===== src/rtl/sreg_pkg.sv =====
package sreg_pkg;

    localparam int FRAME_LEN = 32;
    localparam int DATA_W    = 24;
    localparam int AF_ADDR_W = 6;
    localparam int OP_REG_W  = 5;
    localparam int CHIP_W    = 3;
    localparam int IDX_W     = $clog2(FRAME_LEN);

    typedef enum logic {
        FM_ADDR_FIRST = 1'b0,
        FM_OPEN       = 1'b1
    } frame_mode_e;

    typedef enum logic [1:0] {
        PH_SINGLE,
        PH_POINTER,
        PH_FETCH
    } op_phase_e;

    typedef enum logic [2:0] {
        ST_IDLE,
        ST_LEAD,
        ST_HIGH,
        ST_LOW,
        ST_TAIL,
        ST_PULSE,
        ST_RECOV
    } seq_state_e;

    typedef struct packed {
        frame_mode_e            mode;
        logic                   rd;
        logic [AF_ADDR_W-1:0]   reg_addr;
        logic [CHIP_W-1:0]      chip;
        logic [DATA_W-1:0]      wdata;
    } xfer_req_t;

    typedef struct packed {
        logic sen;
        logic sclk;
        logic sdi_oe;
    } pin_ctl_t;

    function automatic int unsigned at_least(int unsigned a, int unsigned b);
        return (a > b) ? a : b;
    endfunction

    // Serial word for one frame, first transmitted bit in the MSB.
    function automatic logic [FRAME_LEN-1:0] frame_word(xfer_req_t r, op_phase_e ph);
        logic [FRAME_LEN-1:0] w;
        if (r.mode == FM_ADDR_FIRST) begin
            w = {r.rd, r.reg_addr, (r.rd ? {DATA_W{1'b0}} : r.wdata), 1'b0};
        end else begin
            case (ph)
                PH_POINTER: w = {{(DATA_W-8){1'b0}}, r.reg_addr[OP_REG_W-1:0], 3'b000,
                                 {OP_REG_W{1'b0}}, r.chip};
                PH_FETCH:   w = '0;
                default:    w = {r.wdata, r.reg_addr[OP_REG_W-1:0], r.chip};
            endcase
        end
        return w;
    endfunction

    // Does the falling edge that ends clock (idx+1) sample the return line?
    function automatic logic in_capture(frame_mode_e m, logic rd, op_phase_e ph,
                                        logic [IDX_W-1:0] idx);
        if (m == FM_ADDR_FIRST)
            return rd && (idx >= IDX_W'(7)) && (idx <= IDX_W'(30));
        else
            return (ph == PH_FETCH) && (idx <= IDX_W'(23));
    endfunction

    function automatic pin_ctl_t pin_decode(seq_state_e st, frame_mode_e m, logic rd,
                                            logic [IDX_W-1:0] idx);
        pin_ctl_t p;
        logic     in_frame;
        in_frame = (st == ST_HIGH) || (st == ST_LOW) || (st == ST_TAIL);
        p.sclk   = (st == ST_HIGH);
        if (m == FM_ADDR_FIRST)
            p.sen = in_frame || (st == ST_LEAD);
        else
            p.sen = (st == ST_PULSE);
        p.sdi_oe = !((m == FM_ADDR_FIRST) && rd && in_frame && (idx >= IDX_W'(7)));
        return p;
    endfunction

endpackage


===== src/rtl/sreg_timer.sv =====
module sreg_timer #(
    parameter int CW = 4
) (
    input  logic          clk,
    input  logic          rst,
    input  logic          load,
    input  logic [CW-1:0] load_val,
    output logic          zero
);
    logic [CW-1:0] cnt;

    always_ff @(posedge clk) begin
        if (rst)
            cnt <= '0;
        else if (load)
            cnt <= load_val;
        else if (cnt != '0)
            cnt <= cnt - CW'(1);
    end

    assign zero = (cnt == '0);
endmodule


===== src/rtl/sreg_shifter.sv =====
module sreg_shifter
    import sreg_pkg::*;
(
    input  logic                 clk,
    input  logic                 rst,
    input  logic                 load,
    input  logic [FRAME_LEN-1:0] load_word,
    input  logic                 step,
    input  logic                 capture,
    input  logic                 sdo,
    output logic                 sdi,
    output logic [DATA_W-1:0]    rdata
);
    logic [FRAME_LEN-1:0] tx_q;

    always_ff @(posedge clk) begin
        if (rst)
            tx_q <= '0;
        else if (load)
            tx_q <= load_word;
        else if (step)
            tx_q <= {tx_q[FRAME_LEN-2:0], 1'b0};
    end

    always_ff @(posedge clk) begin
        if (rst)
            rdata <= '0;
        else if (capture)
            rdata <= {rdata[DATA_W-2:0], sdo};
    end

    assign sdi = tx_q[FRAME_LEN-1];
endmodule


===== src/rtl/sreg_seq.sv =====
module sreg_seq
    import sreg_pkg::*;
#(
    parameter int HALF_CYC  = 2,
    parameter int SETUP_CYC = 2,
    parameter int SENHI_CYC = 2,
    parameter int RECOV_CYC = 2,
    parameter int CW        = 4
) (
    input  logic                 clk,
    input  logic                 rst,
    input  logic                 start,
    input  xfer_req_t            req_in,
    input  logic                 tmr_zero,
    output logic                 tmr_load,
    output logic [CW-1:0]        tmr_val,
    output logic                 sh_load,
    output logic [FRAME_LEN-1:0] sh_word,
    output logic                 sh_step,
    output logic                 sh_capture,
    output pin_ctl_t             pins,
    output logic                 busy,
    output logic                 done
);
    localparam logic [CW-1:0] HALF_V  = CW'(HALF_CYC - 1);
    localparam logic [CW-1:0] SETUP_V = CW'(SETUP_CYC - 1);
    localparam logic [CW-1:0] SENHI_V = CW'(SENHI_CYC - 1);
    localparam logic [CW-1:0] RECOV_V = CW'(RECOV_CYC - 1);
    localparam logic [IDX_W-1:0] LAST_IDX = IDX_W'(FRAME_LEN - 1);

    seq_state_e       state, state_n;
    op_phase_e        phase, phase_n;
    xfer_req_t        req_q, req_n;
    logic [IDX_W-1:0] idx, idx_n;
    logic             done_n;

    always_comb begin
        state_n    = state;
        phase_n    = phase;
        req_n      = req_q;
        idx_n      = idx;
        tmr_load   = 1'b0;
        tmr_val    = '0;
        sh_load    = 1'b0;
        sh_step    = 1'b0;
        sh_capture = 1'b0;
        done_n     = 1'b0;
        case (state)
            ST_IDLE: begin
                if (start) begin
                    req_n    = req_in;
                    phase_n  = (req_in.mode == FM_OPEN && req_in.rd) ? PH_POINTER : PH_SINGLE;
                    idx_n    = '0;
                    state_n  = ST_LEAD;
                    tmr_load = 1'b1;
                    tmr_val  = SETUP_V;
                    sh_load  = 1'b1;
                end
            end
            ST_LEAD, ST_LOW: begin
                if (tmr_zero) begin
                    state_n  = ST_HIGH;
                    tmr_load = 1'b1;
                    tmr_val  = HALF_V;
                end
            end
            ST_HIGH: begin
                if (tmr_zero) begin
                    sh_step    = 1'b1;
                    sh_capture = in_capture(req_q.mode, req_q.rd, phase, idx);
                    tmr_load   = 1'b1;
                    tmr_val    = HALF_V;
                    if (idx == LAST_IDX) begin
                        state_n = ST_TAIL;
                    end else begin
                        idx_n   = idx + IDX_W'(1);
                        state_n = ST_LOW;
                    end
                end
            end
            ST_TAIL: begin
                if (tmr_zero) begin
                    tmr_load = 1'b1;
                    if (req_q.mode == FM_ADDR_FIRST) begin
                        state_n = ST_RECOV;
                        tmr_val = RECOV_V;
                    end else begin
                        state_n = ST_PULSE;
                        tmr_val = SENHI_V;
                    end
                end
            end
            ST_PULSE: begin
                if (tmr_zero) begin
                    state_n  = ST_RECOV;
                    tmr_load = 1'b1;
                    tmr_val  = RECOV_V;
                end
            end
            ST_RECOV: begin
                if (tmr_zero) begin
                    if (phase == PH_POINTER) begin
                        phase_n  = PH_FETCH;
                        idx_n    = '0;
                        state_n  = ST_LEAD;
                        tmr_load = 1'b1;
                        tmr_val  = SETUP_V;
                        sh_load  = 1'b1;
                    end else begin
                        state_n = ST_IDLE;
                        done_n  = 1'b1;
                    end
                end
            end
            default: state_n = ST_IDLE;
        endcase
        sh_word = frame_word(req_n, phase_n);
    end

    always_ff @(posedge clk) begin
        if (rst) begin
            state <= ST_IDLE;
            phase <= PH_SINGLE;
            req_q <= '0;
            idx   <= '0;
            pins  <= '{sen: 1'b0, sclk: 1'b0, sdi_oe: 1'b1};
            busy  <= 1'b0;
            done  <= 1'b0;
        end else begin
            state <= state_n;
            phase <= phase_n;
            req_q <= req_n;
            idx   <= idx_n;
            pins  <= pin_decode(state_n, req_n.mode, req_n.rd, idx_n);
            busy  <= (state_n != ST_IDLE);
            done  <= done_n;
        end
    end

    // address-first clocks only run under a high enable
    a_r2_sen_over_clocks: assert property (@(posedge clk) disable iff (rst)
        (pins.sclk && req_q.mode == FM_ADDR_FIRST) |-> pins.sen);

    // open framing clocks only run under a low enable
    a_r5_sen_low_clocks: assert property (@(posedge clk) disable iff (rst)
        (pins.sclk && req_q.mode == FM_OPEN) |-> !pins.sen);

    // address-first sampling happens with the data line released
    a_r4_released_on_capture: assert property (@(posedge clk) disable iff (rst)
        (sh_capture && req_q.mode == FM_ADDR_FIRST) |-> !pins.sdi_oe);

    // done is one cycle wide
    a_r9_done_single: assert property (@(posedge clk) disable iff (rst)
        done |=> !done);

    // done closes a busy interval
    a_r9_done_ends_busy: assert property (@(posedge clk) disable iff (rst)
        done |-> (!busy && $past(busy)));

    // a request during a transaction does not alter it
    a_r9_start_ignored: assert property (@(posedge clk) disable iff (rst)
        (busy && start) |=> $stable(req_q));
endmodule


===== src/rtl/sreg_port_master.sv =====
module sreg_port_master
    import sreg_pkg::*;
#(
    parameter int HALF_DIV  = 4,
    parameter int SETUP_CYC = 4,
    parameter int SENHI_CYC = 4,
    parameter int RECOV_CYC = 8
) (
    input  logic        clk,
    input  logic        rst,
    input  logic        start,
    input  logic        open_mode,
    input  logic        rd,
    input  logic [5:0]  reg_addr,
    input  logic [2:0]  chip_addr,
    input  logic [23:0] wdata,
    input  logic        sdo,
    output logic        busy,
    output logic        done,
    output logic [23:0] rdata,
    output logic        sen,
    output logic        sclk,
    output logic        sdi,
    output logic        sdi_oe
);
    localparam int HALF_E  = at_least(HALF_DIV, 1);
    localparam int SETUP_E = at_least(SETUP_CYC, HALF_E);
    localparam int SENHI_E = at_least(SENHI_CYC, HALF_E);
    localparam int RECOV_E = at_least(RECOV_CYC, HALF_E);
    localparam int MAX_E   = at_least(at_least(SETUP_E, SENHI_E), RECOV_E);
    localparam int CW      = $clog2(MAX_E + 1);

    xfer_req_t            req;
    logic                 tmr_load, tmr_zero;
    logic [CW-1:0]        tmr_val;
    logic                 sh_load, sh_step, sh_capture;
    logic [FRAME_LEN-1:0] sh_word;
    pin_ctl_t             pins;

    always_comb begin
        req.mode     = open_mode ? FM_OPEN : FM_ADDR_FIRST;
        req.rd       = rd;
        req.reg_addr = reg_addr;
        req.chip     = chip_addr;
        req.wdata    = wdata;
    end

    sreg_timer #(.CW(CW)) u_timer (
        .clk      (clk),
        .rst      (rst),
        .load     (tmr_load),
        .load_val (tmr_val),
        .zero     (tmr_zero)
    );

    sreg_seq #(
        .HALF_CYC  (HALF_E),
        .SETUP_CYC (SETUP_E),
        .SENHI_CYC (SENHI_E),
        .RECOV_CYC (RECOV_E),
        .CW        (CW)
    ) u_seq (
        .clk        (clk),
        .rst        (rst),
        .start      (start),
        .req_in     (req),
        .tmr_zero   (tmr_zero),
        .tmr_load   (tmr_load),
        .tmr_val    (tmr_val),
        .sh_load    (sh_load),
        .sh_word    (sh_word),
        .sh_step    (sh_step),
        .sh_capture (sh_capture),
        .pins       (pins),
        .busy       (busy),
        .done       (done)
    );

    sreg_shifter u_shift (
        .clk       (clk),
        .rst       (rst),
        .load      (sh_load),
        .load_word (sh_word),
        .step      (sh_step),
        .capture   (sh_capture),
        .sdo       (sdo),
        .sdi       (sdi),
        .rdata     (rdata)
    );

    assign sen    = pins.sen;
    assign sclk   = pins.sclk;
    assign sdi_oe = pins.sdi_oe;

    // the data line holds still across a high clock phase
    a_r7_sdi_still_high: assert property (@(posedge clk) disable iff (rst)
        (sclk && $past(sclk)) |-> $stable(sdi));

    // outside a busy interval the read result holds
    a_r10_rdata_idle: assert property (@(posedge clk) disable iff (rst)
        (!busy && !done) |=> $stable(rdata));
endmodule


===== config.mk =====
export PLATFORM = sky130hd
export DESIGN_NAME = sreg_port_master
export DESIGN_NICKNAME = d
export VERILOG_FILES = /design/src/rtl/sreg_pkg.sv /design/src/rtl/sreg_timer.sv /design/src/rtl/sreg_shifter.sv /design/src/rtl/sreg_seq.sv /design/src/rtl/sreg_port_master.sv
export SDC_FILE = /design/constraint.sdc
export NUM_CORES = 1
export LEC_CHECK = 0
export BUFFER_PORTS_ARGS = -buffer_cell sky130_fd_sc_hd__buf_2
export CAP_MARGIN = 20
export CORE_ASPECT_RATIO = 0.8
export CORE_MARGIN = 8
export CORE_UTILIZATION = 25
export DETAILED_ROUTE_END_ITERATION = 12
export GPL_ROUTABILITY_DRIVEN = 1
export HOLD_SLACK_MARGIN = 0.02
export MAX_ROUTING_LAYER = met4
export PLACE_DENSITY = 0.53
export SLEW_MARGIN = 15
export SYNTH_ARGS = -nofsm -noshare
export SYNTH_HDL_FRONTEND = slang
export SYNTH_SLANG_ARGS = --single-unit

===== constraint.sdc =====
create_clock -name clk -period 6.2 [get_ports clk]
set_clock_uncertainty 0.1 [all_clocks]
set_input_delay 1.24 -clock clk [delete_from_list [all_inputs] [get_ports clk]]
set_output_delay 1.24 -clock clk [all_outputs]
set_load 0.02 [all_outputs]

Yosys cells after proc, flatten, opt, wreduce, memory -nomap -nowiden
Index checks and enable logic that the tools add are counted.
{"block": "word_totals", "reg_bits": 110, "inputBits": 39, "output_inout_bits": 30, "wordCells": 113}
{"block": "classes", "n_addsub": 2, "order_cmp": 4, "eq_ne": 16, "muxes": 51, "bitwise_logic": 3, "reduce_logical": 21}
{"op": "32-bit two-way mux", "n": 3}
{"op": "35-bit two-way mux", "n": 2}
{"op": "32-bit one-hot mux with 2 select lines", "n": 1}
{"op": "3-bit two-way mux", "n": 9}
{"op": "5-bit two-way mux", "n": 5}
{"op": "24-bit two-way mux", "n": 1}
{"op": "4-bit one-hot mux with 5 select lines", "n": 1}
{"op": "3-bit one-hot mux with 6 select lines", "n": 1}
{"op": "4-bit two-way mux", "n": 4}
{"op": "3-bit equality test (second input constant)", "n": 5}
{"op": "5-bit one-hot mux with 3 select lines", "n": 1}
{"op": "2-bit two-way mux", "n": 7}
{"op": "1-bit two-way mux", "n": 13}
{"op": "3-bit by 2-bit equality test with 1-bit output (second input constant)", "n": 4}
{"op": "5-bit by 3-bit greater-or-equal comparator with 1-bit output (second input constant)", "n": 2}
{"op": "5-bit <= comparator (second input constant)", "n": 2}
{"op": "1-bit logical AND", "n": 7}
{"op": "3-bit by 1-bit equality test with 1-bit output (second input constant)", "n": 2}
{"op": "3-bit OR reduction", "n": 2}
{"op": "5-bit by 1-bit adder with 5-bit output (second input constant)", "n": 1}
{"op": "5-bit equality test (second input constant)", "n": 1}
{"op": "5-bit OR reduction", "n": 1}
{"op": "2-bit by 1-bit equality test with 1-bit output (second input constant)", "n": 2}
{"op": "2-bit equality test (second input constant)", "n": 2}
{"op": "13 further kinds", "n": 18}

Logic depth before layout (Yosys ltp)
Gate-level depths: netlist of the first run.
{"block": "depth", "ltp_word": 10, "depth_mapped": 13, "mapped_depth_nobuf": 12}

By module
Synthesis of the first run repeated with hierarchy kept, for this count alone.
{"block": "hier_totals", "hier_cells": 545, "hier_area_um2": 5341.4}
{"mod": "sreg_seq", "instances": 1, "cells_each": 301, "area_each_um2": 2603.7, "seq_area_each_um2": 1001.0}
{"mod": "sreg_shifter", "instances": 1, "cells_each": 220, "area_each_um2": 2508.7, "seq_area_each_um2": 1121.1}
{"mod": "sreg_timer", "instances": 1, "cells_each": 24, "area_each_um2": 229.0, "seq_area_each_um2": 80.1}

Least setup slack after synthesis of the first run
Ideal clock, no wire load.
{"block": "synth_path", "kind": "input -> register", "from": "input port start", "to": "register u_shift.tx_q[15]", "setup_time_ns": 0.132, "t_arrival_ns": 3.067, "required_ns": 5.968, "path_slack_ns": 2.900, "cell_stages": 11, "n_path_buf": 3, "cell_sequence": "nor4b_4 -> buf_4 -> buf_2 -> nand3_1 -> nand2_1 -> ha_1 -> nand2_1 -> clkbuf_1 -> o22ai_1 -> nor2_1 -> nor4_2"}
{"block": "synth_via", "elab_chain_cells": 6, "word_cells_on_any_way": 13, "cone_classes": "2 x eq/ne; 10 x mux; 1 x reduce/logical"}
{"element": "start: declaration", "line": "sreg_port_master.sv:11", "rtl": "input logic start,"}
{"element": "2-bit two-way mux *", "line": "sreg_seq.sv:50", "rtl": "if (start) begin"}
{"element": "2-bit one-hot mux with 2 select lines *", "line": "sreg_seq.sv:48", "rtl": "case (state)"}
{"element": "net u_seq.phase_n[0]", "line": "sreg_seq.sv:32", "rtl": "op_phase_e phase, phase_n;"}
{"element": "2-bit equality test / 2-bit by 1-bit equality test with 1-bit output (equally long branches)", "line": "sreg_pkg.sv:55", "rtl": "case (ph)"}
{"element": "32-bit one-hot mux with 2 select lines *", "line": "sreg_pkg.sv:55"}
{"element": "32-bit two-way mux *", "line": "sreg_pkg.sv:52", "rtl": "if (r.mode == FM_ADDR_FIRST) begin"}
{"element": "32-bit two-way mux *", "line": "sreg_shifter.sv:19", "rtl": "else if (load)"}
{"element": "end signal: assignment", "line": "sreg_shifter.sv:20", "rtl": "tx_q <= load_word;"}
{"element": "end signal: assignment", "line": "sreg_shifter.sv:22", "rtl": "tx_q <= {tx_q[FRAME_LEN-2:0], 1'b0};"}
{"element": "end: declaration", "line": "sreg_shifter.sv:14", "rtl": "logic [FRAME_LEN-1:0] tx_q;"}
Mark *: on every way through the listed nets, which the timed path passes. The rest lies on a longest branch.
A chain may end at the register's enable or synchronous reset.

Final worst setup path of the first run
{"block": "layout_path", "from": "input port start", "to": "register u_shift.tx_q[6]"}
{"block": "layout_via", "elab_chain_cells": 6, "word_cells_on_any_way": 13, "cone_classes": "2 x eq/ne; 10 x mux; 1 x reduce/logical"}
{"element": "2-bit two-way mux", "line": "sreg_seq.sv:50"}
{"element": "2-bit one-hot mux with 2 select lines", "line": "sreg_seq.sv:48"}
{"element": "2-bit equality test / 2-bit by 1-bit equality test with 1-bit output (equally long branches)", "line": "sreg_pkg.sv:55"}
{"element": "32-bit one-hot mux with 2 select lines", "line": "sreg_pkg.sv:55"}
{"element": "32-bit two-way mux", "line": "sreg_pkg.sv:52"}
{"element": "32-bit two-way mux", "line": "sreg_shifter.sv:19"}
Several ways; a longest one is shown, not always the timed one.

==> flow_summary.html, run 1 <==
<table>
<tr><th>Metric</th><th>Value</th></tr>
<tr><th colspan="2">Floorplan</th></tr>
<tr><td>I/O pin cnt</td><td>69</td></tr>
<tr><td>Row count</td><td>between 40 and 50</td></tr>
<tr><td>Die boundary height</td><td>roughly 140 um</td></tr>
<tr><td>Horizontal extent of the die</td><td>about 170 um</td></tr>
<tr><td>Starting Density</td><td>about a quarter</td></tr>
<tr><td>Core Box Area</td><td>about 19000 um2</td></tr>
<tr><td>Overall die area</td><td>about 24000 um2</td></tr>
<tr><th colspan="2">Cells and area</th></tr>
<tr><td>Final standard cell area without fillers</td><td>5718 um2</td></tr>
<tr><td>Most common cell after layout, fill and taps aside</td><td>sky130_fd_sc_hd__dfxtp_1</td></tr>
<tr><td>Number of diodes</td><td>0</td></tr>
<tr><td>Fraction of layout instances using a drive strength above 1</td><td>approximately 17%</td></tr>
<tr><td>Finished Layout Cells</td><td>870</td></tr>
<tr><td>Final design utilization</td><td>~30%</td></tr>
<tr><td>Highest-count cells in the layout ignoring fill and taps</td><td>sky130_fd_sc_hd__dfxtp_1 (110), sky130_fd_sc_hd__nor2_1 (106), sky130_fd_sc_hd__buf_2 (67)</td></tr>
<tr><td>Relative area change from synthesis to final layout</td><td>16.61%</td></tr>
<tr><td>Nets</td><td>650</td></tr>
<tr><th colspan="2">Timing</th></tr>
<tr><td>Clock period minus worst slack</td><td>roughly 3.5 ns</td></tr>
<tr><td>Final Max Tran Viols</td><td>0</td></tr>
<tr><td>Final hold vios</td><td>0</td></tr>
<tr><td>Maximum operating frequency</td><td>approximately 280 MHz</td></tr>
<tr><td>Setup violators final</td><td>0</td></tr>
<tr><td>Share of the clock period used by the worst path</td><td>56.64%</td></tr>
<tr><td>Setup total negative slack</td><td>0 ns</td></tr>
<tr><td>Max-slew headroom</td><td>between 40 and 50%</td></tr>
<tr><td>Actual slew at the worst max-slew pin</td><td>between 0.8 and 0.9 ns</td></tr>
<tr><td>Setup repair after global routing missed its margin</td><td>no</td></tr>
<tr><th colspan="2">Synthesis</th></tr>
<tr><td>Dominant combinational cell family by area after synthesis</td><td>simple AND/OR/NAND/NOR gates</td></tr>
<tr><td>Mean post-synth cell area</td><td>8.694 um2</td></tr>
<tr><td>Distinct cells, synth</td><td>54</td></tr>
<tr><td>Synthesized area</td><td>4903 um2</td></tr>
<tr><td>Share of synthesized cell area in and, or, nand and nor gates</td><td>a little over a fifth</td></tr>
<tr><td>Multiplexer area fraction after synthesis</td><td>roughly 13%</td></tr>
<tr><td>Post-synth net total</td><td>roughly 600</td></tr>
<tr><td>Cells after synthesis</td><td>roughly 560</td></tr>
<tr><td>Share of the synthesized area in compound gates (AO/OA/AOI/OAI)</td><td>14.90%</td></tr>
<tr><td>Synthesized flop and latch total</td><td>110</td></tr>
<tr><td>Synth Warn #</td><td>0</td></tr>
<tr><td>Adder-cell share of the synthesized area</td><td>slightly above 1%</td></tr>
<tr><td>Proportion of synthesized chip area in sequential cells</td><td>between 40% and 50%</td></tr>
<tr><td>Synth Area in XOR/XNOR</td><td>less than 1%</td></tr>
<tr><th colspan="2">Power and ir drop</th></tr>
<tr><td>Overall power after layout</td><td>slightly below 2 mW</td></tr>
<tr><td>Power per cell area</td><td>approximately 350 nW/um2</td></tr>
<tr><td>Static leakage</td><td>roughly 2.2 nW</td></tr>
<tr><td>Worst vdd rail ir drop</td><td>0.0001527 V</td></tr>
<tr><th colspan="2">Job</th></tr>
<tr><td>Max Cap Viol</td><td>0</td></tr>
<tr><th colspan="2">Global route</th></tr>
<tr><td>Overflow after GRT</td><td>0</td></tr>
<tr><td>Via count of the first global-routing pass</td><td>3793</td></tr>
<tr><td>Total routing resource utilization after global routing</td><td>10.89%</td></tr>
<tr><td>Antenna violations before repair</td><td>0</td></tr>
<tr><td>Wire length of the first global-routing pass</td><td>between 20000 and 25000 um</td></tr>
<tr><td>Largest net degree at the start of global routing</td><td>70</td></tr>
<tr><th colspan="2">Drt</th></tr>
<tr><td>Via count</td><td>between 4000 and 5000</td></tr>
<tr><td>Routed len/inst</td><td>approximately 15 um</td></tr>
<tr><td>Violation count after the first detailed-route iteration</td><td>between 300 and 400</td></tr>
<tr><td>Number of nets with antenna violations after routing</td><td>0</td></tr>
<tr><td>Number of detailed-route iterations in the first pass</td><td>4</td></tr>
<tr><td>Final wirelength</td><td>about 13000 um</td></tr>
<tr><td>Vias/cell</td><td>around 4.7</td></tr>
<tr><td>Number of remaining DRC errors</td><td>0</td></tr>
<tr><th colspan="2">Worst setup path</th></tr>
<tr><td>Worst EP required</td><td>6.36 ns</td></tr>
<tr><td>Startpoint type of the worst setup path</td><td>input pin</td></tr>
<tr><td>Data arrival time of the critical path</td><td>roughly 3.7 ns</td></tr>
<tr><td>Delay contributed by the slowest stage of the critical path</td><td>about 0.68 ns</td></tr>
<tr><td>Slowest cell on the critical path</td><td>sky130_fd_sc_hd__nor4b_4</td></tr>
<tr><td>Sort of element at the end of the critical path</td><td>flip-flop</td></tr>
<tr><td>Category of the critical setup timing path</td><td>input pin to flip-flop</td></tr>
<tr><td>Worst-path maximum fanout</td><td>23</td></tr>
<tr><td>Chain of cells forming the critical path</td><td>buf_2, nor4b_4, mux2_2, nand2_1, o22ai_1, nor2_1, a311oi_1</td></tr>
<tr><th colspan="2">Placement</th></tr>
<tr><td>I/O Buffers</td><td>68</td></tr>
<tr><td>Routability congestion estimate</td><td>around 0.77</td></tr>
<tr><td>Total instance count after detailed placement</td><td>approximately 850</td></tr>
<tr><td>HPWL after detailed placement</td><td>~8900 um</td></tr>
<tr><td>Placed inst area</td><td>about 5400 um2</td></tr>
<tr><th colspan="2">CTS</th></tr>
<tr><td>Clock latency on the worst-skew pair</td><td>0.35 ns</td></tr>
<tr><td>Root buffer selected by CTS</td><td>sky130_fd_sc_hd__clkbuf_16</td></tr>
<tr><td>Number of buffers created by CTS</td><td>9</td></tr>
<tr><td>Buffers inserted by post-CTS timing repair</td><td>0</td></tr>
<tr><td>Count of instances resized after the clock tree is built</td><td>0</td></tr>
<tr><td>Maximum level of the CTS H-tree</td><td>3</td></tr>
<tr><td>Clock-pin slew of the registers on the worst-case setup and hold paths</td><td>about 0.07 ns</td></tr>
<tr><td>TritonCTS sink count</td><td>between 100 and 150</td></tr>
<tr><td>CTS Hold Buffers Added</td><td>0</td></tr>
<tr><td>CTS tree</td><td>done</td></tr>
<tr><td>Maximum clock path buffer count</td><td>2</td></tr>
<tr><th colspan="2">Status</th></tr>
<tr><td>Run status</td><td>finished clean</td></tr>
<tr><th colspan="2">Min path</th></tr>
<tr><td>Worst min-delay path category</td><td>flip-flop to flip-flop</td></tr>
</table>
[cells in the mapped netlist, drive strengths merged]
| library cell | number | area, um2 |
|---|---|---|
| o32ai | 1 | 8.760 |
| xnor2 | 1 | 8.760 |
| nor4bb | 1 | 10.01 |
| nand2b | 2 | 12.51 |
| and3 | 2 | 12.51 |
| a21boi | 1 | 7.510 |
| a2111oi | 1 | 8.760 |
| o2111ai | 1 | 8.760 |
| nor3b | 5 | 47.54 |
| a21o | 3 | 22.52 |
| o21ai | 16 | 80.07 |
| o32a | 1 | 10.01 |
| and4b | 1 | 10.01 |
| nor4 | 4 | 31.28 |
| nand2 | 64 | 247.7 |
| buf | 17 | 103.9 |
| a41oi | 1 | 8.760 |
| o211ai | 1 | 7.510 |
| nor4b | 1 | 23.77 |
| a211o | 2 | 17.52 |
| o22ai | 27 | 168.9 |
| or2 | 1 | 6.260 |
| a211oi | 2 | 15.01 |
| nor3 | 27 | 140.1 |
| mux2i | 60 | 616.8 |
| or3 | 2 | 12.51 |
| or3b | 2 | 17.52 |
| a31oi | 5 | 31.28 |
| nand4 | 2 | 12.51 |
| o31a | 1 | 8.760 |
| or4b | 1 | 13.76 |
| mux2 | 1 | 11.26 |
| nor2b | 4 | 25.02 |
| ha | 4 | 50.05 |
| nand3 | 6 | 30.03 |
| a311oi | 26 | 227.7 |
| o221a | 1 | 11.26 |
| a21oi | 16 | 80.08 |
| inv | 6 | 22.52 |
| dfxtp | 110 | 2202 |
| and2 | 1 | 6.260 |
| a22oi | 1 | 7.510 |
| clkbuf | 25 | 93.84 |
| nor2 | 107 | 404.1 |
[power by group]
part           internal (mW)  total (mW)  switching (mW)
Clock                  0.295       0.552           0.257
Sequential             0.800       0.855          0.0559
Combinational          0.209       0.566           0.356
[per-layer routing]
| layer | GRT usage, % | routed length (um) | vias to the layer above | share of wire (%) |
|---|---|---|---|---|
| li1 | - | - | 2091 | - |
| met1 | 15.45 | 6712 | 1917 | 51 |
| met2 | 15.05 | 5792 | 72 | 44 |
| met3 | 2.228 | 459 | 7 | 3.5 |
| met4 | 3.563 | 148 | 0 | 1.1 |
| met5 | - | 0 | - | 0 |
[registers in the layout (all words and copies together), names as in the netlist]
signal,cells
u_seq.req_q,35
u_shift.tx_q,32
u_shift.rdata,24
u_seq.idx,5
u_timer.cnt,4
u_seq.pins,3
u_seq.state,3
u_seq.phase,2
u_seq.busy,1
u_seq.done,1
[path summary, 6_finish.rpt]
kind | startpoint | to | slack, ns | depth (start not counted)
min | u_shift.tx_q[11] | u_shift.tx_q[12] | 0.38 | 2
min reg2reg | u_shift.tx_q[11] | u_shift.tx_q[12] | 0.38 | 2
max | start | u_shift.tx_q[6] | 2.69 | 7
max reg2reg | u_seq.state[0] | u_shift.tx_q[6] | 3.03 | 6
[layout make-up]
type / instances / area [um2]
inverters: 6 / 22.52
well taps: 258 / 322.8
flip-flops and latches: 110 / 2202
repair buffers: 74 / 387.9
clock buffers: 13 / 260.3
multi-input cells: 406 / 2504
fillers: 2022 / 13370
clock inverters: 3 / 18.77
[worst max-delay path: cells and delay by family]
| family | cells | cell delay (ns) |
|---|---|---|
| multiplexers | 1 | 0.46 |
| AND/OR/NAND/NOR | 3 | 1.26 |
| AO/OA/AOI/OAI | 2 | 0.62 |
| buffers and inverters | 1 | 0.10 |
[metrics by stage]
step                      hold WS [ns]  worst slack [ns]
after floorplan                 0.3549             2.900
after global placement          0.3668             2.338
after detailed placement        0.3667             2.257
after CTS                       0.3777             2.630
after global routing            0.3978             2.397
final                           0.3752             2.688
[kinds of logic after synthesis]
group                    Yosys count
AND/OR/NAND/NOR                  233
flip-flops                       110
AO/OA/AOI/OAI                    107
multiplexers                      61
buffers and inverters             48
adder cells (fa/ha/maj)            4
XOR/XNOR                           1
Power figures use the tool's default switching activity.
==> run 2: changes to the inputs <==
--- a/config.mk
+++ b/config.mk
@@ -14,7 +14,7 @@
 export GPL_ROUTABILITY_DRIVEN = 1
 export HOLD_SLACK_MARGIN = 0.02
 export MAX_ROUTING_LAYER = met4
-export PLACE_DENSITY = 0.53
+export PLACE_DENSITY = 0.55
 export SLEW_MARGIN = 15
 export SYNTH_ARGS = -nofsm -noshare
 export SYNTH_HDL_FRONTEND = slang
==> constraint.sdc (replaced) <==
create_clock -name clk -period 3.09 [get_ports clk]
set_clock_uncertainty 0.1 [all_clocks]
set_input_delay 0.618 -clock clk [delete_from_list [all_inputs] [get_ports clk]]
set_output_delay 0.618 -clock clk [all_outputs]
set_load 0.02 [all_outputs]
==> run 2 against run 1 <==
  * Cell area is 2.4% higher
  * Sequential power grew 100%
  * Routed wire length decreased by 1.5%
  * Combinational power up 110%
  * Non-clock buffer count up 11
  * Sequential share of layout area shrank 0.91 points
  * Global-route usage grew 0.053 points
  * Sequential cell count stayed put
==> flow_summary.html, run 2 (synthesis gave the netlist of run 1 again) <==
<table>
<tr><th>Metric</th><th>Value</th></tr>
<tr><th colspan="2">Status</th></tr>
<tr><td>Run status</td><td>finished clean</td></tr>
<tr><th colspan="2">Power and ir drop</th></tr>
<tr><td>Worst vdd rail ir drop</td><td>about 0.00028 V</td></tr>
<tr><td>Static leakage</td><td>2.264 nW</td></tr>
<tr><td>Power per cell area</td><td>699.5 nW/um2</td></tr>
<tr><th colspan="2">CTS</th></tr>
<tr><td>Count of instances resized after the clock tree is built</td><td>0</td></tr>
<tr><td>Maximum level of the CTS H-tree</td><td>3</td></tr>
<tr><td>Maximum clock path buffer count</td><td>2</td></tr>
<tr><td>Clock-pin slew of the registers on the worst-case setup and hold paths</td><td>about 0.070 ns</td></tr>
<tr><td>Buffers inserted by post-CTS timing repair</td><td>0</td></tr>
<tr><td>CTS Hold Buffers Added</td><td>0</td></tr>
<tr><td>TritonCTS sink count</td><td>110</td></tr>
<tr><td>CTS tree</td><td>done</td></tr>
<tr><td>Root buffer selected by CTS</td><td>sky130_fd_sc_hd__clkbuf_16</td></tr>
<tr><td>Clock latency on the worst-skew pair</td><td>about 0.36 ns</td></tr>
<tr><td>Number of buffers created by CTS</td><td>9</td></tr>
<tr><th colspan="2">Placement</th></tr>
<tr><td>I/O Buffers</td><td>a little under 70</td></tr>
<tr><td>Worst-case setup slack after placement</td><td>~0.37 ns</td></tr>
<tr><td>Total instance count after detailed placement</td><td>between 800 and 900</td></tr>
<tr><td>HPWL after detailed placement</td><td>around 9000 um</td></tr>
<tr><td>Routability congestion estimate</td><td>around 0.77</td></tr>
<tr><th colspan="2">Drt</th></tr>
<tr><td>Final wirelength</td><td>around 13000 um</td></tr>
<tr><td>Number of remaining DRC errors</td><td>0</td></tr>
<tr><td>Via count</td><td>4122</td></tr>
<tr><td>Violation count after the first detailed-route iteration</td><td>about 290</td></tr>
<tr><td>Routed len/inst</td><td>roughly 15 um</td></tr>
<tr><td>Number of detailed-route iterations in the first pass</td><td>5</td></tr>
<tr><td>Number of nets with antenna violations after routing</td><td>0</td></tr>
<tr><td>Vias/cell</td><td>around 4.7</td></tr>
<tr><th colspan="2">Timing</th></tr>
<tr><td>Max-slew headroom</td><td>between 50% and 60%</td></tr>
<tr><td>Final hold vios</td><td>0</td></tr>
<tr><td>Final Max Tran Viols</td><td>0</td></tr>
<tr><td>Final worst setup slack</td><td>0.4761 ns</td></tr>
<tr><td>Share of the clock period used by the worst path</td><td>between 80% and 90%</td></tr>
<tr><td>Actual slew at the worst max-slew pin</td><td>0.6930 ns</td></tr>
<tr><td>Setup repair after global routing missed its margin</td><td>no</td></tr>
<tr><td>Clock period minus worst slack</td><td>2.614 ns</td></tr>
<tr><td>Setup violators final</td><td>0</td></tr>
<tr><td>Maximum operating frequency</td><td>between 300 and 400 MHz</td></tr>
<tr><td>Hold slack final</td><td>around 0.37 ns</td></tr>
<tr><td>Setup total negative slack</td><td>0 ns</td></tr>
<tr><th colspan="2">Global route</th></tr>
<tr><td>Total routing resource utilization after global routing</td><td>between 10 and 15%</td></tr>
<tr><td>Via count of the first global-routing pass</td><td>slightly below 4000</td></tr>
<tr><td>Wire length of the first global-routing pass</td><td>about 21000 um</td></tr>
<tr><td>Overflow after GRT</td><td>0</td></tr>
<tr><td>Largest net degree at the start of global routing</td><td>66</td></tr>
<tr><td>Antenna violations before repair</td><td>0</td></tr>
<tr><th colspan="2">Cells and area</th></tr>
<tr><td>Finished Layout Cells</td><td>around 880</td></tr>
<tr><td>Final design utilization</td><td>~30%</td></tr>
<tr><td>Nets</td><td>roughly 660</td></tr>
<tr><td>Fraction of layout instances using a drive strength above 1</td><td>roughly 18%</td></tr>
<tr><td>Largest regs</td><td>u_seq.req_q (35), u_shift.tx_q (32), u_shift.rdata (24)</td></tr>
<tr><td>Relative area change from synthesis to final layout</td><td>19.44%</td></tr>
<tr><td>Register containing the most flip-flops in the final layout</td><td>u_seq.req_q</td></tr>
<tr><td>Most common cell after layout, fill and taps aside</td><td>sky130_fd_sc_hd__dfxtp_1</td></tr>
<tr><td>Number of diodes</td><td>0</td></tr>
<tr><td>Max reg flops</td><td>35</td></tr>
<tr><td>Highest-count cells in the layout ignoring fill and taps</td><td>sky130_fd_sc_hd__dfxtp_1 (110), sky130_fd_sc_hd__nor2_1 (106), sky130_fd_sc_hd__buf_2 (67)</td></tr>
<tr><th colspan="2">Floorplan</th></tr>
<tr><td>Die boundary height</td><td>~140 um</td></tr>
<tr><td>Horizontal extent of the die</td><td>approximately 170 um</td></tr>
<tr><td>Overall die area</td><td>24380 um2</td></tr>
<tr><td>I/O pin cnt</td><td>69</td></tr>
<tr><td>Starting Density</td><td>between 20 and 30%</td></tr>
<tr><td>Core Box Area</td><td>19090 um2</td></tr>
<tr><td>Row count</td><td>45</td></tr>
<tr><th colspan="2">Worst setup path</th></tr>
<tr><td>Chain of cells forming the critical path</td><td>nor2b_1, nand3_1, o211ai_1, nand2_1, ha_1, nand2_1, buf_12, o22ai_1, nor2_1, a311oi_1</td></tr>
<tr><td>Delay contributed by the slowest stage of the critical path</td><td>~0.64 ns</td></tr>
<tr><td>Worst path buffer plus inverter count</td><td>1</td></tr>
<tr><td>Category of the critical setup timing path</td><td>flip-flop to flip-flop</td></tr>
<tr><td>Worst EP required</td><td>roughly 3.3 ns</td></tr>
<tr><td>Sort of element at the end of the critical path</td><td>flip-flop</td></tr>
<tr><td>Startpoint type of the worst setup path</td><td>flip-flop</td></tr>
<tr><td>Family with the most delay on the worst path</td><td>compound AO/OA/AOI/OAI gates</td></tr>
<tr><td>Data arrival time of the critical path</td><td>2.77 ns</td></tr>
<tr><td>Slowest cell on the critical path</td><td>sky130_fd_sc_hd__dfxtp_1</td></tr>
<tr><td>Worst-path maximum fanout</td><td>23</td></tr>
<tr><td>Top cell by count, worst path</td><td>sky130_fd_sc_hd__nand2_1</td></tr>
<tr><th colspan="2">Job</th></tr>
<tr><td>Max Cap Viol</td><td>0</td></tr>
<tr><th colspan="2">Min path</th></tr>
<tr><td>Worst min-delay path category</td><td>flip-flop to flip-flop</td></tr>
</table>
-- run 2: worst reg2reg max path: stages (launching register included) --
cell	delay, ns
sky130_fd_sc_hd__dfxtp_1	0.64
sky130_fd_sc_hd__nor2b_1	0.27
sky130_fd_sc_hd__nand3_1	0.14
sky130_fd_sc_hd__o211ai_1	0.24
sky130_fd_sc_hd__nand2_1	0.08
sky130_fd_sc_hd__ha_1	0.32
sky130_fd_sc_hd__nand2_1	0.09
sky130_fd_sc_hd__buf_12	0.17
sky130_fd_sc_hd__o22ai_1	0.17
sky130_fd_sc_hd__nor2_1	0.05
sky130_fd_sc_hd__a311oi_1	0.24
-- run 2: stage by stage --
step | power [mW] | instance area, um2
6_report | 4.097 | 5857
5_1_grt | 4.355 | 5857
4_1_cts | 4.153 | 5857
3_5_place_dp | 2.942 | 5554
3_3_place_gp | 2.937 | 5554
2_1_floorplan | 2.606 | 4903
-- run 2: power breakdown --
group          internal, mW  switching, mW  leakage [nW]
combinational         0.468          0.725          1.22
sequential             1.60          0.107         0.900
clock                 0.673          0.519         0.146
total                  2.75           1.35          2.26
-- run 2: layout make-up --
type / instances / area [um2]
Clock inverter: 3 / 42.54
Tap cell: 258 / 322.8
Timing Repair Buffer: 85 / 508.0
Clock buffer: 13 / 260.3
Multi-Input combinational cell: 406 / 2499
Sequential cell: 110 / 2202
Fill cell: 2035 / 13230
Inverter: 6 / 22.52
-- run 2: final timing paths --
path,cells after the start,slack (ns),startpoint,end
max,10,0.48,u_seq.state[1],u_shift.tx_q[6]
max reg2reg,10,0.48,u_seq.state[1],u_shift.tx_q[6]
min,2,0.37,u_shift.tx_q[4],u_shift.tx_q[5]
min reg2reg,2,0.37,u_shift.tx_q[4],u_shift.tx_q[5]
-- run 2: layer usage --
metal	vias to the layer above	part of all wire, %	track usage (%)
met4	0	1.2	3.426
met2	68	43	15.63
met5	-	0	-
li1	2113	-	-
met1	1928	52	15.08
met3	13	3.6	2.413
==> run 3: changes to the inputs <==
--- a/config.mk
+++ b/config.mk
@@ -5,6 +5,7 @@
 export SDC_FILE = /design/constraint.sdc
 export NUM_CORES = 1
 export LEC_CHECK = 0
+export ABC_AREA = 1
 export BUFFER_PORTS_ARGS = -buffer_cell sky130_fd_sc_hd__buf_2
 export CAP_MARGIN = 20
 export CORE_ASPECT_RATIO = 0.8
@@ -14,7 +15,7 @@
 export GPL_ROUTABILITY_DRIVEN = 1
 export HOLD_SLACK_MARGIN = 0.02
 export MAX_ROUTING_LAYER = met4
-export PLACE_DENSITY = 0.55
+export PLACE_DENSITY = 0.54
 export SLEW_MARGIN = 15
 export SYNTH_ARGS = -nofsm -noshare
 export SYNTH_HDL_FRONTEND = slang
==> constraint.sdc (replaced) <==
create_clock -name clk -period 2.3 [get_ports clk]
set_clock_uncertainty 0.1 [all_clocks]
set_input_delay 0.46 -clock clk [delete_from_list [all_inputs] [get_ports clk]]
set_output_delay 0.46 -clock clk [all_outputs]
set_load 0.02 [all_outputs]
==> run 3 against run 2 <==
  * Fmax rose by 21%
  * Via count rose by 27%
  * Sequential cell count did not move
  * Critical path type unchanged
  * Largest cell class unchanged
==> flow_summary.html, run 3 <==
<table>
<tr><th>Metric</th><th>Value</th></tr>
<tr><th colspan="2">Drt</th></tr>
<tr><td>Number of detailed-route iterations in the first pass</td><td>5</td></tr>
<tr><td>Number of remaining DRC errors</td><td>0</td></tr>
<tr><td>Routed len/inst</td><td>between 10 and 15 um</td></tr>
<tr><td>Final wirelength</td><td>16150 um</td></tr>
<tr><td>Number of nets with antenna violations after routing</td><td>0</td></tr>
<tr><td>Vias/cell</td><td>about 4.6</td></tr>
<tr><td>Via count</td><td>between 5000 and 6000</td></tr>
<tr><td>Violation count after the first detailed-route iteration</td><td>~340</td></tr>
<tr><th colspan="2">Placement</th></tr>
<tr><td>Worst-case setup slack after placement</td><td>0.01220 ns</td></tr>
<tr><td>Placed inst area</td><td>about 6100 um2</td></tr>
<tr><td>Total instance count after detailed placement</td><td>1130</td></tr>
<tr><td>I/O Buffers</td><td>between 60 and 70</td></tr>
<tr><td>Routability congestion estimate</td><td>approximately 0.84</td></tr>
<tr><td>HPWL after detailed placement</td><td>~12000 um</td></tr>
<tr><th colspan="2">Timing</th></tr>
<tr><td>Hold slack final</td><td>roughly 0.28 ns</td></tr>
<tr><td>Final Max Tran Viols</td><td>0</td></tr>
<tr><td>Setup total negative slack</td><td>0 ns</td></tr>
<tr><td>Maximum operating frequency</td><td>approximately 460 MHz</td></tr>
<tr><td>Share of the clock period used by the worst path</td><td>between 90% and 100%</td></tr>
<tr><td>Final worst setup slack</td><td>0.1374 ns</td></tr>
<tr><td>Actual slew at the worst max-slew pin</td><td>0.3849 ns</td></tr>
<tr><td>Setup violators final</td><td>0</td></tr>
<tr><td>Final hold vios</td><td>0</td></tr>
<tr><td>Clock period minus worst slack</td><td>approximately 2.2 ns</td></tr>
<tr><td>Max-slew headroom</td><td>about 74%</td></tr>
<tr><th colspan="2">Job</th></tr>
<tr><td>Max Cap Viol</td><td>0</td></tr>
<tr><th colspan="2">Synthesis</th></tr>
<tr><td>Mean post-synth cell area</td><td>around 6.8 um2</td></tr>
<tr><td>Fraction of post-synthesis cell area in the top cell type by area</td><td>between 40% and 50%</td></tr>
<tr><td>Synthesized flop and latch total</td><td>between 100 and 150</td></tr>
<tr><td>Most common cell in the netlist</td><td>sky130_fd_sc_hd__nand2_1</td></tr>
<tr><td>Synth async-reset ratio</td><td>0%</td></tr>
<tr><td>Post-synth net total</td><td>roughly 840</td></tr>
<tr><td>Cells after synthesis</td><td>794</td></tr>
<tr><td>Post-synthesis cell type with the largest combined area</td><td>sky130_fd_sc_hd__dfxtp_1</td></tr>
<tr><td>Synth Warn #</td><td>0</td></tr>
<tr><td>Synthesized area</td><td>~5400 um2</td></tr>
<tr><td>Proportion of synthesized chip area in sequential cells</td><td>40.90%</td></tr>
<tr><td>Number of enable flip-flop cells after synthesis</td><td>0</td></tr>
<tr><td>Distinct cells, synth</td><td>38</td></tr>
<tr><td>List of most frequent post-synthesis cells</td><td>sky130_fd_sc_hd__nand2_1 (228), sky130_fd_sc_hd__dfxtp_1 (110), sky130_fd_sc_hd__a21oi_1 (72), sky130_fd_sc_hd__nor2_1 (68), sky130_fd_sc_hd__nand3_1 (66)</td></tr>
<tr><td>Ranking of synthesized cells by area</td><td>sky130_fd_sc_hd__dfxtp_1 (41%), sky130_fd_sc_hd__nand2_1 (16%), sky130_fd_sc_hd__a21oi_1 (6.7%)</td></tr>
<tr><td>Most instantiated flip-flop cell in the synthesis netlist</td><td>sky130_fd_sc_hd__dfxtp_1</td></tr>
<tr><th colspan="2">Cells and area</th></tr>
<tr><td>FF/Latch Area</td><td>2203 um2</td></tr>
<tr><td>Most common cell after layout, fill and taps aside</td><td>sky130_fd_sc_hd__nand2_1</td></tr>
<tr><td>Max reg flops</td><td>35</td></tr>
<tr><td>Total area of multi-input combinational cells</td><td>2704 um2</td></tr>
<tr><td>Relative area change from synthesis to final layout</td><td>20.17%</td></tr>
<tr><td>Final standard cell area without fillers</td><td>~6500 um2</td></tr>
<tr><td>Largest regs</td><td>u_seq.req_q (35), u_shift.tx_q (32), u_shift.rdata (24)</td></tr>
<tr><td>Fraction of layout instances using a drive strength above 1</td><td>18.48%</td></tr>
<tr><td>Register containing the most flip-flops in the final layout</td><td>u_seq.req_q</td></tr>
<tr><td>Finished Layout Cells</td><td>around 1100</td></tr>
<tr><td>Final design utilization</td><td>between 30% and 40%</td></tr>
<tr><td>Nets</td><td>just over 900</td></tr>
<tr><td>Number of diodes</td><td>0</td></tr>
<tr><td>Fillers</td><td>~2400</td></tr>
<tr><td>Highest-count cells in the layout ignoring fill and taps</td><td>sky130_fd_sc_hd__nand2_1 (228), sky130_fd_sc_hd__dfxtp_1 (109), sky130_fd_sc_hd__a21oi_1 (72)</td></tr>
<tr><th colspan="2">Worst setup path</th></tr>
<tr><td>Worst-path maximum fanout</td><td>5</td></tr>
<tr><td>Sort of element at the end of the critical path</td><td>flip-flop</td></tr>
<tr><td>Family with the most delay on the worst path</td><td>compound AO/OA/AOI/OAI gates</td></tr>
<tr><td>Delay contributed by the slowest stage of the critical path</td><td>roughly 0.46 ns</td></tr>
<tr><td>Chain of cells forming the critical path</td><td>inv_2, nand2_1, nor2_4, nand2_2, nand2_1, o32ai_2, ha_4, nand2_2, buf_4, nor2_1, o21ai_2, a21oi_1</td></tr>
<tr><td>Category of the critical setup timing path</td><td>flip-flop to flip-flop</td></tr>
<tr><td>Worst EP required</td><td>~2.4 ns</td></tr>
<tr><td>Launch point of the worst path</td><td>u_seq.state[0]</td></tr>
<tr><td>Startpoint type of the worst setup path</td><td>flip-flop</td></tr>
<tr><td>Critical register-to-register path endpoint</td><td>u_shift.tx_q[30]</td></tr>
<tr><td>Worst path buffer plus inverter count</td><td>2</td></tr>
<tr><td>Cell depth of the worst flop-to-flop path</td><td>12</td></tr>
<tr><td>Setup slack, reg-to-reg</td><td>0.14 ns</td></tr>
<tr><td>Critical path depth in cells</td><td>12</td></tr>
<tr><td>Slowest cell on the critical path</td><td>sky130_fd_sc_hd__dfxtp_1</td></tr>
<tr><td>Capturing instance or port of the critical path</td><td>u_shift.tx_q[30]</td></tr>
<tr><td>Start of the worst register-to-register path</td><td>u_seq.state[0]</td></tr>
<tr><td>Data arrival time of the critical path</td><td>between 2 and 2.5 ns</td></tr>
<tr><th colspan="2">Min path</th></tr>
<tr><td>Startpoint of the most critical hold path</td><td>wdata[3]</td></tr>
<tr><td>Worst min-delay path category</td><td>input pin to flip-flop</td></tr>
<tr><th colspan="2">CTS</th></tr>
<tr><td>Maximum level of the CTS H-tree</td><td>3</td></tr>
<tr><td>Clock latency on the worst-skew pair</td><td>between 0.3 and 0.4 ns</td></tr>
<tr><td>Clock-pin slew of the registers on the worst-case setup and hold paths</td><td>around 0.080 ns</td></tr>
<tr><td>CTS tree</td><td>done</td></tr>
<tr><td>Root buffer selected by CTS</td><td>sky130_fd_sc_hd__clkbuf_16</td></tr>
<tr><td>Number of buffers created by CTS</td><td>9</td></tr>
<tr><td>TritonCTS sink count</td><td>110</td></tr>
<tr><td>Maximum clock path buffer count</td><td>2</td></tr>
<tr><td>CTS Hold Buffers Added</td><td>0</td></tr>
<tr><th colspan="2">Floorplan</th></tr>
<tr><td>Row count</td><td>48</td></tr>
<tr><td>Starting Density</td><td>between 20% and 30%</td></tr>
<tr><td>Die boundary height</td><td>147.3 um</td></tr>
<tr><td>Overall die area</td><td>~27000 um2</td></tr>
<tr><td>I/O pin cnt</td><td>69</td></tr>
<tr><td>Core Box Area</td><td>21380 um2</td></tr>
<tr><td>Horizontal extent of the die</td><td>about 180 um</td></tr>
<tr><th colspan="2">Global route</th></tr>
<tr><td>Overflow after GRT</td><td>0</td></tr>
<tr><td>Via count of the first global-routing pass</td><td>about 5000</td></tr>
<tr><td>Total routing resource utilization after global routing</td><td>between 10% and 20%</td></tr>
<tr><td>Largest net degree at the start of global routing</td><td>55</td></tr>
<tr><td>Antenna violations before repair</td><td>0</td></tr>
<tr><td>Wire length of the first global-routing pass</td><td>26640 um</td></tr>
<tr><th colspan="2">Power and ir drop</th></tr>
<tr><td>Worst vdd rail ir drop</td><td>roughly 0.00035 V</td></tr>
<tr><td>Overall power after layout</td><td>around 5.6 mW</td></tr>
<tr><td>Static leakage</td><td>between 2 and 3 nW</td></tr>
<tr><td>Power per cell area</td><td>about 860 nW/um2</td></tr>
<tr><th colspan="2">Status</th></tr>
<tr><td>Run status</td><td>finished clean</td></tr>
</table>
[run 3: what timing repair did]
action                     in CTS  in global routing
setup endpoints to repair       1                 55
buffers inserted                0                  1
resized for setup               1                 17
[run 3: report_power, final]
part	switching (mW)	internal [mW]
Sequential	0.0970	2.12
Combinational	1.18	0.648
Clock	0.778	0.751
Total	2.05	3.52
[run 3: worst reg2reg max path: stages (launching register included)]
cell and delay, ns:
sky130_fd_sc_hd__dfxtp_1 0.46, sky130_fd_sc_hd__inv_2 0.10, sky130_fd_sc_hd__nand2_1 0.12, sky130_fd_sc_hd__nor2_4 0.06, sky130_fd_sc_hd__nand2_2 0.06, sky130_fd_sc_hd__nand2_1 0.05
sky130_fd_sc_hd__o32ai_2 0.21, sky130_fd_sc_hd__ha_4 0.28, sky130_fd_sc_hd__nand2_2 0.13, sky130_fd_sc_hd__buf_4 0.17, sky130_fd_sc_hd__nor2_1 0.05, sky130_fd_sc_hd__o21ai_2 0.18
sky130_fd_sc_hd__a21oi_1 0.09
[run 3: cells by family after synthesis]
family | count (synthesis) | share of synthesized area, %
fa+ha+maj | 4 | 0.9296
simple gates | 398 | 31.21
compound gates | 167 | 16.85
flops | 110 | 40.90
xor+xnor | 1 | 0.1627
buf+inv | 114 | 9.946
[run 3: layout make-up]
type | instances | area share [%]
clock buffer | 9 | 3.481
tap | 275 | 5.318
multi-input combinational | 570 | 41.79
clock inverter | 6 | 0.7929
inverter | 69 | 4.080
sequential | 110 | 34.06
timing repair buffer | 107 | 10.48
[run 3: worst min-delay path by stage]
stage | endpoint | slack, ns | cells after the start
finish | u_seq.req_q[3] | 0.28 | 3
global route | u_seq.req_q[3] | 0.28 | 3
CTS | u_seq.req_q[3] | 0.27 | 3
detailed placement | u_shift.rdata[23] | 0.35 | 2
global placement | u_shift.tx_q[2] | 0.35 | 2
floorplan | u_shift.tx_q[2] | 0.34 | 2
[run 3: per-layer routing]
layer | vias up | wire, um | GRT usage [%]
met3 | 7 | 839 | 2.764
met4 | 0 | 104 | 2.351
met2 | 145 | 6452 | 17.65
li1 | 2718 | - | -
met5 | - | 0 | -
met1 | 2359 | 8749 | 18.13
